==> config.mk <==
export PLATFORM = sky130hd
export DESIGN_NAME = tpair_timer
export DESIGN_NICKNAME = d
export VERILOG_FILES = /design/src/rtl/tpair_pkg.sv /design/src/rtl/tpair_cmp_reg.sv /design/src/rtl/tpair_cnt_cell.sv /design/src/rtl/tpair_timer.sv
export SDC_FILE = /design/constraint.sdc
export NUM_CORES = 1
export LEC_CHECK = 0
export ABC_CLOCK_PERIOD_IN_PS = 3490
export BUFFER_PORTS_ARGS = -buffer_cell sky130_fd_sc_hd__buf_2
export CAP_MARGIN = 20
export CORE_AREA = 2 2 64 90
export CTS_BUF_LIST = sky130_fd_sc_hd__clkbuf_2 sky130_fd_sc_hd__clkbuf_4 sky130_fd_sc_hd__clkbuf_8
export CTS_CLUSTER_DIAMETER = 40
export DETAILED_ROUTE_END_ITERATION = 10
export DIE_AREA = 0 0 66 92
export PLACE_DENSITY = 0.68
export SYNTH_ARGS = -nofsm -noshare
export SYNTH_HDL_FRONTEND = slang
export SYNTH_SLANG_ARGS = --single-unit
==> constraint.sdc <==
create_clock -name clk -period 3.49 [get_ports clk]
set_clock_uncertainty 0.15 [all_clocks]
set_input_delay 0.349 -clock clk [delete_from_list [all_inputs] [get_ports clk]]
set_output_delay 0.349 -clock clk [all_outputs]
set_load 0.02 [all_outputs]
==> src/rtl/tpair_pkg.sv <==
package tpair_pkg;
  localparam int unsigned N_TMR = 2;
  typedef enum logic {
    MODE_FREE  = 1'b0,
    MODE_CLEAR = 1'b1
  } tmr_mode_e;
endpackage

==> src/rtl/tpair_cmp_reg.sv <==
module tpair_cmp_reg #(
  parameter int unsigned W = 8
) (
  input  logic         clk,
  input  logic         rst_n,
  input  logic         we,
  input  logic [W-1:0] wdata,
  output logic [W-1:0] cmp_q
);
  always_ff @(posedge clk) begin
    if (!rst_n)  cmp_q <= '0;
    else if (we) cmp_q <= wdata;
  end
endmodule

==> src/rtl/tpair_cnt_cell.sv <==
module tpair_cnt_cell #(
  parameter int unsigned W = 8
) (
  input  logic         clk,
  input  logic         rst_n,
  input  logic         run,
  input  logic         step,
  input  logic         zero,
  output logic [W-1:0] cnt_q,
  output logic [W-1:0] cnt_nxt
);
  always_comb begin
    if (!run || zero) cnt_nxt = '0;
    else if (step)    cnt_nxt = cnt_q + 1'b1;
    else              cnt_nxt = cnt_q;
  end

  always_ff @(posedge clk) begin
    if (!rst_n) cnt_q <= '0;
    else        cnt_q <= cnt_nxt;
  end
endmodule

==> src/rtl/tpair_timer.sv <==
module tpair_timer #(
  parameter int unsigned W = 8
) (
  input  logic           clk,
  input  logic           rst_n,
  input  logic [1:0]     tick,
  input  logic [1:0]     run_en,
  input  logic [1:0]     clr_mode,
  input  logic           cascade,
  input  logic [1:0]     cmp_we,
  input  logic [2*W-1:0] cmp_wdata,
  input  logic           rd_stb,
  output logic [W-1:0]   cnt_lo,
  output logic [W-1:0]   cnt_hi,
  output logic [1:0]     irq
);
  import tpair_pkg::*;

  localparam int unsigned NT   = N_TMR;
  localparam logic [W-1:0] CMAX = '1;

  logic [W-1:0]  cnt_q   [NT];
  logic [W-1:0]  cnt_nxt [NT];
  logic [W-1:0]  cmp_q   [NT];
  logic [NT-1:0] run, step, zero;
  logic [NT-1:0] irq_d, irq_q;
  logic          eq_lo, eq_hi, eq16, clr_lo, clr_hi, match_lo, wrap_lo;

  generate
    for (genvar k = 0; k < NT; k++) begin : g_tmr
      tpair_cmp_reg #(.W(W)) u_cmp (
        .clk   (clk),
        .rst_n (rst_n),
        .we    (cmp_we[k]),
        .wdata (cmp_wdata[k*W +: W]),
        .cmp_q (cmp_q[k])
      );
      tpair_cnt_cell #(.W(W)) u_cnt (
        .clk     (clk),
        .rst_n   (rst_n),
        .run     (run[k]),
        .step    (step[k]),
        .zero    (zero[k]),
        .cnt_q   (cnt_q[k]),
        .cnt_nxt (cnt_nxt[k])
      );
    end
  endgenerate

  always_comb begin
    eq_lo  = (cnt_q[0] == cmp_q[0]);
    eq_hi  = (cnt_q[1] == cmp_q[1]);
    eq16   = eq_lo && eq_hi;
    clr_lo = (tmr_mode_e'(clr_mode[0]) == MODE_CLEAR);
    clr_hi = (tmr_mode_e'(clr_mode[1]) == MODE_CLEAR);

    // lower enable also gates the upper counter when joined
    run[0] = run_en[0];
    run[1] = run_en[1] && (!cascade || run_en[0]);

    step[0]  = tick[0] && run_en[0] && !rd_stb;
    match_lo = cascade ? eq16 : eq_lo;
    zero[0]  = step[0] && clr_lo && match_lo;
    wrap_lo  = step[0] && !zero[0] && (cnt_q[0] == CMAX);

    step[1] = cascade ? (wrap_lo && run_en[1])
                      : (tick[1] && run_en[1] && !rd_stb);
    zero[1] = cascade ? zero[0] : (step[1] && clr_hi && eq_hi);

    irq_d[0] = step[0] && (cascade ? ({cnt_nxt[1], cnt_nxt[0]} == {cmp_q[1], cmp_q[0]})
                                   : (cnt_nxt[0] == cmp_q[0]));
    irq_d[1] = step[1] && (cnt_nxt[1] == cmp_q[1]);
  end

  always_ff @(posedge clk) begin
    if (!rst_n) irq_q <= '0;
    else        irq_q <= irq_d;
  end

  assign cnt_lo = cnt_q[0];
  assign cnt_hi = cnt_q[1];
  assign irq    = irq_q;
endmodule

==> impl_results.md <==
* Share of cells above drive strength 1 at 23.3%
* Max cap viols at 0
* Input/output buffers at 45
* Finished Layout Cells at 343
* Critical Path End: irq[0]
* Final worst slack at around 0.4 ns
* Final wirelength at 4780 µm
* Synth top area cells: dfxtp_1, xor2_1, mux2i_1
* Synth unique cells at 48
* Max IR drop VDD at 0.231 mV
* Reg2reg start: g_tmr[0].u_cnt.cnt_q[0]
* Share of the yosys chip area belonging to registers at 32.7%
* Multi-input gate area in the final layout at 0.00135 mm²
* EDFF count, synth at 0
* Die width at 66 µm
* CP arrival at 3.12 ns
* Setup TNS at 0 ns
* Status: complete, no violations
* Sequential cell area at 681 µm²
* Synth top area share at 32.7%
* Maximum clock insertion buffer count at 2
* Routability cong. at 0.861
* CTS-repair resized insts at 0
* Die Ht at a little over 90 µm
* DRC at 0
* Min-Delay Path Depth at 3
* Die area at 0.00607 mm²
* Prevailing post-synth register cell: dfxtp_1
* Min Tclk post-route at 3.09 ns
* H-tree lvl count at 2
* Final setup violation count at 0
* DR iter-0 viols at 66
* Drt first pass iters at 4
* Worst reg-to-reg setup slack at ~0.4 ns
* Fmax at around 320 MHz
* Gr ovfl total at 0
* RSZ-0062 raised after global routing: false
* PD cells at 356 mW/mm²
* Worst slew margin at 52.6%
* DR vias/cell at ~5.2
* Setup CP Type: register to register
* Ys async rst share at 0%
* Worst Hold Class: primary input to register
* Wire length of the first global-routing pass at 7850 µm
* Most common cell after layout, fill and taps aside: buf_2
* CTS tree: yes
* Dominant cell type by area after synthesis: dfxtp_1
* WP data required at 3.51 ns
* Fin crit share at around nine tenths
* Yosys reg bits at 34
* Setup WS pre-CTS at 0.405 ns
* Reg-to-Reg End: irq[0]
* Detailed placement HPWL at 3790 µm
* Slew Limit Fails at 0
* Num ports at 46
* P_leak at 1.08 nW
* Worst-path clk slew at 0.07 ns
* TritonCTS Sinks at 34
* Core area at ~0.0054 mm²
* Worst Setup Start Kind: register
* Cts bufs inserted at 5
* Worst R2R Path Depth at 11
* Initial antenna violation count at 0
* # hold bufs at CTS at 0
* Synth Cell Area at 0.00208 mm²
* Filler instances at 560
* Synthesis-to-layout area growth at 18.1%
* Crit-path max FO at 8
* WL/cell at between 10 and 15 µm
* Crit-path cells: ha_1 -> nand3_1 -> nor4_4 -> nor2_2 -> a221o_1 -> or2_1 -> and4b_1 -> o21ai_1 -> or3b_1 -> nand4_1 -> a211oi_1
* Final net count at 304
* Syn_nets at between 200 and 300
* Antenna violation net count after detailed routing at 0
* Antenna cell count at 0
* Global Route Usage Sum at roughly 17%
* Crit path largest cell delay at approximately 0.44 ns
* Via count at 1768
* Starting Density at 38.8%
* Critical path launch point: g_tmr[0].u_cnt.cnt_q[0]
* Maximum number of pins on one net before global-route repair at 21
* Critical path endpoint category: register
* Clock root cell: clkbuf_8
* Worst-margin pin slew at 0.707 ns
* Slowest cell on the critical path: dfxtp_1
* Post-CTS setup buffers at 0
* Final Hold Fails at 0
* Post-Synthesis Cells at 230
* Clk_lat worst skew at slightly below 0.3 ns
* Commonest cells after routing, fill and taps aside: buf_2, dfxtp_1, nor2_1
* Dpl cells at 335
* Vias in the first global route at around 1700
* Yosys warning total at 0
* Row count at 32
* Syn Area/Cell at approximately 9.1 µm²
-- through the flow --
stage	area (µm²)	total power, mW	util, %	hold slack [ns]
2_1_floorplan	2080	0.499	-	0.292
3_3_place_gp	2350	0.532	43.8	0.407
3_5_place_dp	2350	0.532	43.8	0.413
4_1_cts	2460	0.887	45.8	0.164
5_1_grt	2460	0.917	45.8	0.163
6_report	2460	0.876	45.8	0.169
-- Yosys cell counts (2+ instances only) --
master and instances:
a211oi_1 2, a21oi_1 5, a31oi_1 2, and3_1 3
buf_2 3, clkbuf_1 4, dfxtp_1 34, ha_1 2
inv_1 2, mux2i_1 17, nand2_1 13, nand3_1 7
nand3b_1 4, nand4_1 6, nand4b_1 2, nor2_1 24
nor2b_1 17, nor3_1 7, nor3b_1 3, nor4_1 4
o21ai_0 2, o22a_1 3, o32ai_1 2, or4_4 2
xnor2_1 15, xor2_1 23
-- flip-flops by register name, summed over array words and instances (netlist names) --
register           flops
irq                    2
g_tmr.u_cmp.cmp_q     16
g_tmr.u_cnt.cnt_q     16
-- worst min-delay path by stage --
| stage | from | to | slack (ns) |
|---|---|---|---|
| after global routing | cmp_wdata[9] | g_tmr[1].u_cmp.cmp_q[1] | 0.16 |
| after detailed placement | g_tmr[0].u_cmp.cmp_q[3] | g_tmr[0].u_cmp.cmp_q[3] | 0.41 |
| after CTS | cmp_wdata[3] | g_tmr[0].u_cmp.cmp_q[3] | 0.16 |
| final | cmp_wdata[1] | g_tmr[0].u_cmp.cmp_q[1] | 0.17 |
| after global placement | g_tmr[0].u_cmp.cmp_q[3] | g_tmr[0].u_cmp.cmp_q[3] | 0.41 |
| after floorplan | cascade | irq[0] | 0.29 |
-- metal layers --
metal	vias up	share of wire, %	global-route usage (%)
li1	899	-	-
met1	823	41	18.4
met2	38	54	31.1
met3	8	3.8	3.68
met4	0	1.1	4.08
met5	-	0	0
-- critical path: cells and delay by family (launching register included) --
| kind | cells | cell delay (ns) |
|---|---|---|
| adders and majority gates | 1 | 0.27 |
| DFF | 1 | 0.44 |
| AOI/OAI and AO/OA | 3 | 0.55 |
| and+or+nand+nor | 7 | 1.56 |
-- power breakdown --
group	switching [mW]	internal, mW
registers	0.0169	0.400
logic	0.0513	0.0550
clock network	0.143	0.210
total	0.211	0.665
-- cell families (layout without fill, tap and decap cells) --
kind of cell | after synthesis | in the layout | synth area share (%)
AO/OA/AOI/OAI | 20 | 20 | 6.49
XOR/XNOR | 40 | 40 | 17.8
adder cells (fa/ha/maj) | 2 | 2 | 1.20
buffers and inverters | 11 | 56 | 2.70
flip-flops | 34 | 34 | 32.7
multiplexers | 17 | 17 | 8.17
AND/OR/NAND/NOR | 106 | 106 | 30.9
-- area by class of cell --
class	count	area share (%)
Tap cell	68	3.46
Multi-Input combinational cell	185	54.7
Clock buffer	5	2.80
Timing Repair Buffer	46	9.46
Sequential cell	34	27.7
Clock inverter	3	1.63
Inverter	2	0.305
Note: power is estimated with default switching activity, not from simulation.
